<file path="config.mk">
export PLATFORM = sky130hd
export DESIGN_NAME = rtc_regport
export DESIGN_NICKNAME = d
export VERILOG_FILES = /design/src/rtl/rtc_regport_pkg.sv /design/src/rtl/rtc_idx_decode.sv /design/src/rtl/rtc_ctrl_regs.sv /design/src/rtl/rtc_status_reg.sv /design/src/rtl/rtc_byte_ram.sv /design/src/rtl/rtc_regport.sv
export SDC_FILE = /design/constraint.sdc
export NUM_CORES = 2
export LEC_CHECK = 0
export BUFFER_PORTS_ARGS = -buffer_cell sky130_fd_sc_hd__buf_2
export CORE_MARGIN = 4
export CORE_UTILIZATION = 25
export CTS_CLUSTER_SIZE = 12
export DETAILED_ROUTE_END_ITERATION = 6
export GPL_TIMING_DRIVEN = 1
export PLACE_DENSITY = 0.51
export SYNTH_ARGS = -nofsm -noshare
export SYNTH_HDL_FRONTEND = slang
export SYNTH_SLANG_ARGS = --single-unit
</file>
<file path="constraint.sdc">
create_clock -name clk -period 3.23 [get_ports clk]
set_input_delay 0.4845 -clock clk [delete_from_list [all_inputs] [get_ports clk]]
set_output_delay 0.4845 -clock clk [all_outputs]
set_load 0.05 [all_outputs]
</file>
<file path="src/rtl/rtc_regport_pkg.sv">
package rtc_regport_pkg;

    localparam int DATA_W = 8;
    localparam int IDX_W  = 7;
    localparam int DEPTH  = 1 << IDX_W;

    localparam logic [IDX_W-1:0] IDX_A = 7'd10;
    localparam logic [IDX_W-1:0] IDX_B = 7'd11;
    localparam logic [IDX_W-1:0] IDX_C = 7'd12;
    localparam logic [IDX_W-1:0] IDX_D = 7'd13;

    localparam int A_UIP  = 7;
    localparam int B_SET  = 7;
    localparam int B_PIE  = 6;
    localparam int B_AIE  = 5;
    localparam int B_UIE  = 4;
    localparam int B_SQWE = 3;
    localparam int B_DM   = 2;
    localparam int B_24H  = 1;
    localparam int C_IRQF = 7;
    localparam int C_PF   = 6;
    localparam int C_AF   = 5;
    localparam int C_UF   = 4;

    localparam logic [DATA_W-1:0] A_INIT   = 8'h26;
    localparam logic [DATA_W-1:0] B_INIT   = 8'h02;
    localparam logic [DATA_W-1:0] D_VALUE  = 8'h80;
    localparam logic [DATA_W-1:0] IDX_READ = 8'hFF;

    typedef enum logic [2:0] {
        SLOT_RAM,
        SLOT_TIME,
        SLOT_ALARM,
        SLOT_A,
        SLOT_B,
        SLOT_C,
        SLOT_D
    } slot_e;

    typedef struct packed {
        logic pf;
        logic af;
        logic uf;
    } flag_set_t;

    function automatic slot_e classify(input logic [IDX_W-1:0] idx);
        slot_e s;
        case (idx)
            7'd0, 7'd2, 7'd4, 7'd6, 7'd7, 7'd8, 7'd9: s = SLOT_TIME;
            7'd1, 7'd3, 7'd5:                         s = SLOT_ALARM;
            IDX_A:                                    s = SLOT_A;
            IDX_B:                                    s = SLOT_B;
            IDX_C:                                    s = SLOT_C;
            IDX_D:                                    s = SLOT_D;
            default:                                  s = SLOT_RAM;
        endcase
        return s;
    endfunction

    function automatic logic is_storage(input slot_e s);
        return (s == SLOT_RAM) || (s == SLOT_TIME) || (s == SLOT_ALARM);
    endfunction

endpackage

</file>
<file path="src/rtl/rtc_idx_decode.sv">
module rtc_idx_decode
    import rtc_regport_pkg::*;
(
    input  logic             clk,
    input  logic             rst,
    input  logic             bus_valid,
    input  logic             bus_write,
    input  logic             bus_addr,
    input  logic [IDX_W-1:0] idx_wdata,
    output logic [IDX_W-1:0] cur_idx,
    output slot_e            slot,
    output logic             data_rd,
    output logic             data_wr
);

    logic idx_wr;

    assign idx_wr  = bus_valid &&  bus_write && !bus_addr;
    assign data_wr = bus_valid &&  bus_write &&  bus_addr;
    assign data_rd = bus_valid && !bus_write &&  bus_addr;
    assign slot    = classify(cur_idx);

    always_ff @(posedge clk) begin
        if (rst) begin
            cur_idx <= '0;
        end else if (idx_wr) begin
            cur_idx <= idx_wdata;
        end
    end

    AST_INDEX_LOAD: assert property (@(posedge clk) disable iff (rst)
        idx_wr |=> (cur_idx == $past(idx_wdata)));

    AST_INDEX_HOLD: assert property (@(posedge clk) disable iff (rst)
        (!idx_wr) |=> $stable(cur_idx));

endmodule

</file>
<file path="src/rtl/rtc_ctrl_regs.sv">
module rtc_ctrl_regs
    import rtc_regport_pkg::*;
(
    input  logic              clk,
    input  logic              rst,
    input  logic              dev_reset,
    input  logic              wr_a,
    input  logic              wr_b,
    input  logic              wr_time,
    input  logic [DATA_W-1:0] wdata,
    input  logic              uip_set,
    input  logic              uip_clr,
    output logic [DATA_W-1:0] a_q,
    output logic [DATA_W-1:0] b_q,
    output logic              time_wr_stb,
    output logic              set_exit_stb,
    output logic              fmt_chg_stb
);

    logic [DATA_W-1:0] a_nx;
    logic [DATA_W-1:0] b_nx;
    logic              set_now;
    logic              fmt_diff;

    assign set_now  = b_q[B_SET];
    assign fmt_diff = (b_q[B_DM] != wdata[B_DM]) || (b_q[B_24H] != wdata[B_24H]);

    always_comb begin
        a_nx = a_q;
        b_nx = b_q;
        if (wr_a) begin
            a_nx[A_UIP-1:0] = wdata[A_UIP-1:0];
        end
        if (wr_b && wdata[B_SET]) begin
            a_nx[A_UIP] = 1'b0;
        end else if (uip_clr) begin
            a_nx[A_UIP] = 1'b0;
        end else if (uip_set && !set_now) begin
            a_nx[A_UIP] = 1'b1;
        end
        if (wr_b) begin
            b_nx = wdata;
            if (wdata[B_SET]) begin
                b_nx[B_UIE] = 1'b0;
            end
        end
        if (dev_reset) begin
            b_nx[B_PIE]  = 1'b0;
            b_nx[B_AIE]  = 1'b0;
            b_nx[B_SQWE] = 1'b0;
        end
    end

    always_ff @(posedge clk) begin
        if (rst) begin
            a_q          <= A_INIT;
            b_q          <= B_INIT;
            time_wr_stb  <= 1'b0;
            set_exit_stb <= 1'b0;
            fmt_chg_stb  <= 1'b0;
        end else begin
            a_q          <= a_nx;
            b_q          <= b_nx;
            time_wr_stb  <= wr_time && !set_now;
            set_exit_stb <= wr_b && set_now && !wdata[B_SET];
            fmt_chg_stb  <= wr_b && !wdata[B_SET] && fmt_diff;
        end
    end

    AST_UIP_READ_ONLY: assert property (@(posedge clk) disable iff (rst)
        (wr_a && !uip_set && !uip_clr) |=> $stable(a_q[A_UIP]));

    AST_SET_KILLS_UIE: assert property (@(posedge clk) disable iff (rst)
        b_q[B_SET] |-> !b_q[B_UIE]);

    AST_SET_CLEARS_UIP: assert property (@(posedge clk) disable iff (rst)
        (wr_b && wdata[B_SET]) |=> !a_q[A_UIP]);

    AST_STROBE_SINGLE: assert property (@(posedge clk) disable iff (rst)
        time_wr_stb |-> $past(!set_now));

endmodule

</file>
<file path="src/rtl/rtc_status_reg.sv">
module rtc_status_reg
    import rtc_regport_pkg::*;
(
    input  logic              clk,
    input  logic              rst,
    input  logic              dev_reset,
    input  logic              rd_c,
    input  flag_set_t         flags,
    input  logic              en_pie,
    input  logic              en_aie,
    input  logic              en_uie,
    output logic [DATA_W-1:0] c_q,
    output logic              irq
);

    logic [DATA_W-1:0] raise;
    logic [DATA_W-1:0] c_nx;

    always_comb begin
        raise         = '0;
        raise[C_PF]   = flags.pf;
        raise[C_AF]   = flags.af;
        raise[C_UF]   = flags.uf;
        raise[C_IRQF] = (flags.pf && en_pie) || (flags.af && en_aie) || (flags.uf && en_uie);
        if (dev_reset) begin
            c_nx = '0;
        end else if (rd_c) begin
            c_nx = raise;
        end else begin
            c_nx = c_q | raise;
        end
    end

    always_ff @(posedge clk) begin
        if (rst) begin
            c_q <= '0;
            irq <= 1'b0;
        end else begin
            c_q <= c_nx;
            irq <= c_nx[C_IRQF];
        end
    end

    AST_READ_CLEARS: assert property (@(posedge clk) disable iff (rst)
        (rd_c && !dev_reset && (flags == '0)) |=> ((c_q == '0) && !irq));

    AST_DEVRST_CLEARS: assert property (@(posedge clk) disable iff (rst)
        dev_reset |=> ((c_q == '0) && !irq));

    AST_PF_RAISES_IRQ: assert property (@(posedge clk) disable iff (rst)
        (flags.pf && en_pie && !dev_reset) |=> (irq && c_q[C_PF]));

    AST_UF_KEPT: assert property (@(posedge clk) disable iff (rst)
        (flags.uf && !dev_reset) |=> c_q[C_UF]);

endmodule

</file>
<file path="src/rtl/rtc_byte_ram.sv">
module rtc_byte_ram
    import rtc_regport_pkg::*;
(
    input  logic              clk,
    input  logic              host_we,
    input  logic [IDX_W-1:0]  host_idx,
    input  logic [DATA_W-1:0] host_data,
    input  logic              tk_we,
    input  logic [IDX_W-1:0]  tk_idx,
    input  logic [DATA_W-1:0] tk_data,
    output logic [DATA_W-1:0] rd_data
);

    logic [DATA_W-1:0] mem [DEPTH];

    assign rd_data = mem[host_idx];

    // Host write is applied last, so it wins on a shared index.
    always_ff @(posedge clk) begin
        if (tk_we) begin
            mem[tk_idx] <= tk_data;
        end
        if (host_we) begin
            mem[host_idx] <= host_data;
        end
    end

endmodule

</file>
<file path="src/rtl/rtc_regport.sv">
module rtc_regport
    import rtc_regport_pkg::*;
(
    input  logic        clk,
    input  logic        rst,
    input  logic        dev_reset,
    input  logic        bus_valid,
    input  logic        bus_write,
    input  logic        bus_addr,
    input  logic [7:0]  bus_wdata,
    output logic [7:0]  bus_rdata,
    input  logic        pf_set,
    input  logic        af_set,
    input  logic        uf_set,
    input  logic        uip_set,
    input  logic        uip_clr,
    input  logic        tk_wr_en,
    input  logic [6:0]  tk_wr_idx,
    input  logic [7:0]  tk_wr_data,
    output logic [6:0]  cur_index,
    output logic [7:0]  ctrl_a,
    output logic [7:0]  ctrl_b,
    output logic        irq,
    output logic        time_wr_stb,
    output logic        set_exit_stb,
    output logic        fmt_chg_stb
);

    slot_e             slot;
    logic              data_rd;
    logic              data_wr;
    logic [DATA_W-1:0] status_c;
    logic [DATA_W-1:0] ram_rd;
    logic [DATA_W-1:0] data_mux;
    logic              host_ram_we;
    logic              tk_ram_we;
    flag_set_t         flags;

    assign flags       = '{pf: pf_set, af: af_set, uf: uf_set};
    assign host_ram_we = data_wr && is_storage(slot);
    assign tk_ram_we   = tk_wr_en && is_storage(classify(tk_wr_idx));

    rtc_idx_decode u_decode (
        .clk       (clk),
        .rst       (rst),
        .bus_valid (bus_valid),
        .bus_write (bus_write),
        .bus_addr  (bus_addr),
        .idx_wdata (bus_wdata[IDX_W-1:0]),
        .cur_idx   (cur_index),
        .slot      (slot),
        .data_rd   (data_rd),
        .data_wr   (data_wr)
    );

    rtc_ctrl_regs u_ctrl (
        .clk          (clk),
        .rst          (rst),
        .dev_reset    (dev_reset),
        .wr_a         (data_wr && (slot == SLOT_A)),
        .wr_b         (data_wr && (slot == SLOT_B)),
        .wr_time      (data_wr && (slot == SLOT_TIME)),
        .wdata        (bus_wdata),
        .uip_set      (uip_set),
        .uip_clr      (uip_clr),
        .a_q          (ctrl_a),
        .b_q          (ctrl_b),
        .time_wr_stb  (time_wr_stb),
        .set_exit_stb (set_exit_stb),
        .fmt_chg_stb  (fmt_chg_stb)
    );

    rtc_status_reg u_status (
        .clk       (clk),
        .rst       (rst),
        .dev_reset (dev_reset),
        .rd_c      (data_rd && (slot == SLOT_C)),
        .flags     (flags),
        .en_pie    (ctrl_b[B_PIE]),
        .en_aie    (ctrl_b[B_AIE]),
        .en_uie    (ctrl_b[B_UIE]),
        .c_q       (status_c),
        .irq       (irq)
    );

    rtc_byte_ram u_ram (
        .clk       (clk),
        .host_we   (host_ram_we),
        .host_idx  (cur_index),
        .host_data (bus_wdata),
        .tk_we     (tk_ram_we),
        .tk_idx    (tk_wr_idx),
        .tk_data   (tk_wr_data),
        .rd_data   (ram_rd)
    );

    always_comb begin
        case (slot)
            SLOT_A:  data_mux = ctrl_a;
            SLOT_B:  data_mux = ctrl_b;
            SLOT_C:  data_mux = status_c;
            SLOT_D:  data_mux = D_VALUE;
            default: data_mux = ram_rd;
        endcase
    end

    assign bus_rdata = bus_addr ? data_mux : IDX_READ;

    AST_C_WRITE_IGNORED: assert property (@(posedge clk) disable iff (rst)
        (data_wr && (slot == SLOT_C) && !dev_reset && (flags == '0)) |=> $stable(status_c));

    AST_EVEN_READ_FF: assert property (@(posedge clk) disable iff (rst)
        (bus_valid && !bus_write && !bus_addr) |-> (bus_rdata == 8'hFF));

endmodule

</file>
## Word level (Yosys, flattened, before mapping)

Memories as Yosys holds them, arrays and structs flattened. A register that Yosys moved wholly into a read port is not among the register bits.
Index checks and enable logic that the tools add are counted.

| word-level totals | value |
|---|---|
| memories | 3 |
| output and inout bits | 35 |
| bits in writable memories | 1024 |
| ROM bits | 96 |
| flip-flop bits (word level) | 34 |
| input bits | 35 |

| cells by class | value |
|---|---|
| equal/unequal tests | 10 |
| bitwise gates (word level) | 1 |
| reduce and logical (&&, ||, !) cells | 39 |
| mux-type cells | 14 |

Memories:

| name | depth | width | read ports | clocked after memory_dff | wr ports | line | RTL |
|---|---|---|---|---|---|---|---|
| u_ram.mem | 128 | 8 | 1 | 1 | 2 | rtc_byte_ram.sv:14 | `logic [DATA_W-1:0] mem [DEPTH];` |
| (name not given) | 16 | 3 | 1 | 0 | 0 | rtc_regport_pkg.sv:48 | `case (idx)` |
| (name not given) | 16 | 3 | 1 | 1 | 0 | rtc_regport_pkg.sv:48 |  |

Operators by type and width:

| kind | number |
|---|---|
| $pmux W8 S4 | 1 |
| $logic_and A1 B1 Y1 | 21 |
| $mux W8 | 2 |
| $mux W7 | 2 |
| $logic_not A3 Y1 | 4 |
| $eq A3 B2 Y1 const B | 3 |
| $eq A3 B3 Y1 const B | 3 |
| $mux W4 | 2 |
| $or A8 B8 Y8 | 1 |
| $logic_or A1 B1 Y1 | 7 |
| $eq A3 B1 Y1 const B | 2 |
| $mux W3 | 2 |
| $reduce_or A3 Y1 | 2 |
| $mux W1 | 5 |
| $logic_not A1 Y1 | 4 |
| $ne A1 B1 Y1 | 2 |
| $reduce_or A2 Y1 | 1 |

## Logic depth before layout (Yosys ltp)

| depth | value |
|---|---|
| word-level depth | 8 |
| gate-level depth with buffers | 11 |
| mapped depth without buffers | 6 |

## Hierarchy

A second synthesis with hierarchy kept.

| second synthesis, totals | value |
|---|---|
| cells, all modules | 4156 |
| area, all modules | 55872.3 um^2 |

By module, submodules not included:

| module | cells an instance | area each (um^2) | seq. area each (um^2) | times used |
|---|---|---|---|---|
| rtc_byte_ram | 3948 | 54000.5 | 30749.5 | 1 |
| rtc_ctrl_regs | 63 | 699.4 | 380.4 | 1 |
| rtc_idx_decode | 65 | 539.3 | 200.2 | 1 |
| rtc_regport | 56 | 434.2 | 0.0 | 1 |
| rtc_status_reg | 24 | 198.9 | 80.1 | 1 |

## Worst setup path after synthesis

OpenSTA, ideal clock, no wires.

| path | value |
|---|---|
| path kind | flip-flop to output port |
| start | register (tool-made name) |
| end | output bus_rdata[6] |
| cell stages (with the launch flop) | 10 |
| data arrival time | 2.490 ns |
| path buffers | 4 |
| required time | 2.745 ns |
| path slack | 0.256 ns |
| cell sequence | dfxtp_1 -> buf_2 -> buf_4 -> buf_4 -> buf_2 -> mux4_2 -> a22oi_1 -> nand2_1 -> a21oi_1 -> nand4_1 |

RTL lines:

| item | line | RTL |
|---|---|---|
| end, declared | rtc_regport.sv:11 | `output logic [7:0] bus_rdata,` |

==> flow_summary.json <==
{
  "outcome": "finished, violations left",
  "failed_checks": "negative setup slack",
  "antenna_found_initial": 13,
  "finalClockSkew_ns": 0.0357,
  "fmax_mhz": 237,
  "dpl.hpwl_mm": 127,
  "first_pass_iters": 5,
  "die_area_sq_mm": 0.230,
  "async_flop_share_pct": 0,
  "p_per_area_mw_per_mm2": 468,
  "cpPeakStageDelay_ns": 0.58,
  "clk_latency_ns": 0.78,
  "crit_arrival_ns": 3.73,
  "busiest_layer": "met2",
  "ioPinCount": 70,
  "htree_levels": 3,
  "hold_viol": 0,
  "worstMarginPinSlew_ns": 1.37,
  "cp_slowest_cell": "mux4_2",
  "drt-initial-drc-count": 3158,
  "stdcell_area_sq_mm": 0.0669,
  "setup-violations-final": 8,
  "syn_nets": 3568,
  "use_met3_pct": 2.50,
  "num_rows": 172,
  "clkTransAtPathRegs_ns": 0.06,
  "yosys_most_used_dff": "edfxtp_1",
  "cp_num_cells": 9,
  "ys_seq_area_share_pct": 56.8,
  "yosys_warnings": 0,
  "min_period_ns": 4.22,
  "ir_drop_v": 0.000471,
  "initial_utilization_pct": 25.2,
  "clk_root_buffer_cell": "clkbuf_16",
  "r2r_cells": 7,
  "cts_tree": "built",
  "gr-usage-met1_pct": 21.7,
  "finalCritPeriodShare_pct": 131,
  "end_kind": "output pin",
  "relSlewSlack_pct": 7.45,
  "grt_use_total_pct": 16.5,
  "synth_area_sq_mm": 0.0555,
  "layout_setup_ws_ns": -0.986,
  "drv_slew": 0,
  "ys_ff_latch": 1064,
  "max_cap_violations": 0,
  "nets": 3855,
  "rsz0062_at_grt": "true",
  "grt_max_degree": 96,
  "synth-edff-count": 1024,
  "layout_common_cells": "edfxtp_1, mux2_2, buf_4, mux4_2, mux2_1",
  "place_ws_ns": -0.657,
  "synth.avg_cell_area_sq_um": 15.7,
  "die_x_um": 479,
  "cts_buffer_depth": 3,
  "placed_cells": 6601,
  "wl_per_cell_um": 28.2,
  "drcViolationCount": 0,
  "vias_per_cell": 5.03,
  "hp-class": "in2reg",
  "grt_util_met2_pct": 27.5,
  "ant_nets": 0,
  "grt-ovfl-total": 0,
  "die_h_um": 479,
  "r2r_end": "u_ram.mem[12][0]$_DFFE_PP_",
  "crit_chain": "buf_12 > buf_12 > buf_6 > mux4_2 > mux4_2 > nand2b_1 > nand4_1 > buf_4 > buf_8",
  "synth_cell_types": 63,
  "power.leakage_nw": 21.3,
  "clock_sinks": 1064,
  "cts_buffers": 120,
  "final_cells": 6889,
  "wl_mm": 195,
  "crit_required_ns": 2.75,
  "gp_congestion": 0.838,
  "synthCells": 3533,
  "final_layout_size_suffix_gt1_share_pct": 52.0,
  "endpoint": "bus_rdata[6]",
  "portBuffers": 69,
  "rrSetupSlack_ns": 0.17,
  "placed_cell_area_sq_mm": 0.0619,
  "critPathBufInv": 5,
  "grt_pass1_vias": 35500,
  "layout_commonest_cell": "edfxtp_1",
  "crit_fanout": 13,
  "core-area_sq_mm": 0.220,
  "path_delay_family": "multiplexers",
  "worstSetupPathType": "reg2out",
  "area_growth_pct": 20.6,
  "startpoint_type": "flip-flop",
  "vias": 34600,
  "grt_pass1_wl_mm": 277
}
## cells by family (layout without fill, tap and decap cells)
logic type	Yosys count	count (layout)	share of synthesized area, %
simple gates	406	406	4.23
buf+inv	391	782	3.05
other cells	0	7	0
compound gates	311	311	3.74
xor+xnor	2	2	0.0316
flops	1064	1064	56.8
mux	1359	1359	32.1
## layer usage
layer	part of all wire (%)	vias up	wire [um]
li1	-	14700	-
met1	42	18500	81700
met2	49	1187	94800
met3	5.7	273	11100
met4	3.6	2	7000
met5	0.0051	-	10
## power breakdown
group / switching, mW / total [mW] / internal (mW)
clock network: 5.89 / 13.4 / 7.56
logic: 1.54 / 2.66 / 1.11
registers: 0.0423 / 15.2 / 15.2
total: 7.47 / 31.3 / 23.8
## registers in the layout, indices dropped and copies added, names as in the netlist, named ones only
name	flops
u_ctrl.time_wr_stb	1
u_ram.mem	1024
u_ctrl.set_exit_stb	1
u_status.irq	1
u_ctrl.fmt_chg_stb	1
u_status.c_q	3
u_ctrl.a_q	8
u_decode.cur_idx	7
u_ctrl.b_q	8
## timing repair
action,4_1_cts,5_1_grt
pin swaps,31,23
endpoints found under the hold margin,5,0
gates resized for setup,99,37
hold buffers,4,0
cloned,6,3
setup endpoints to repair,8,8
setup buffers,28,24
## tightest hold or removal path, cell delays in order
cell and delay (ns):
buf_2 0.10, a21oi_1 0.12, a2111oi_0 0.07
## cells in the mapped netlist (all sizes together), types with 3 or more instances
master   instances  area share [%]
nor2b           24            0.27
or2              3           0.034
o22ai           85            0.96
or3              8           0.090
nor3            13            0.14
nand4           10            0.12
mux4           234             9.5
a221oi          20            0.32
clkbuf         296             2.0
a2bb2oi          5           0.079
a22oi           49            0.66
mux2          1036              21
nor2           125             1.4
nand2          136             1.1
o211ai          22            0.30
o221ai          15            0.24
and2             9            0.10
mux2i           89             1.6
buf             87            0.99
a211o            4           0.063
a21oi           31            0.29
nand4b           4           0.063
o21ai           57            0.51
and3             4           0.045
inv              8           0.054
dfxtp           40             1.4
a211oi           8            0.11
nand2b          17            0.19
nor4             3           0.061
a41oi            3           0.047
nor3b            4           0.072
nand3           38            0.34
edfxtp        1024              55
## worst min path at each step
| stage | startpoint | endpoint | slack, ns | depth (start not counted) |
|---|---|---|---|---|
| 5_1_grt | dev_reset | u_ctrl.b_q[5]$_SDFFE_PP0N_ | 0.08 | 3 |
| 3_3_place_gp | u_status.irq$_SDFF_PP0_ | u_status.irq$_SDFF_PP0_ | 0.47 | 2 |
| 6_report | uip_set | u_ctrl.a_q[7]$_SDFFE_PP0P_ | 0.07 | 3 |
| 3_5_place_dp | u_status.irq$_SDFF_PP0_ | u_status.irq$_SDFF_PP0_ | 0.49 | 2 |
| 4_1_cts | uip_set | u_ctrl.a_q[7]$_SDFFE_PP0P_ | 0.006 | 3 |
| 2_1_floorplan | u_status.c_q[4]$_SDFF_PP0_ | u_status.c_q[4]$_SDFF_PP0_ | 0.45 | 2 |
## area by class of cell
| cell class | instances | area [sq um] |
|---|---|---|
| antenna | 7 | 17.5 |
| clock buffer | 163 | 3280 |
| clock inverter | 63 | 507 |
| fill | 22000 | 153000 |
| inverter | 8 | 30.0 |
| multi-input combinational | 2078 | 22700 |
| sequential | 1064 | 31600 |
| tap | 2958 | 3700 |
| timing repair buffer | 548 | 5140 |
## metrics by stage
stage / util (%) / setup TNS [ns] / total power, mW / hold slack, ns
finish: 30.4 / -7.25 / 31.3 / 0.0732
global route: 30.4 / -7.99 / 32.3 / 0.0783
CTS: 30.2 / -8.12 / 31.6 / 0.00607
detailed placement: 28.1 / -3.76 / 18.0 / 0.485
global placement: 28.1 / -4.00 / 18.0 / 0.470
floorplan: - / 0 / 16.9 / 0.451
(Power assumes the default switching activity.)
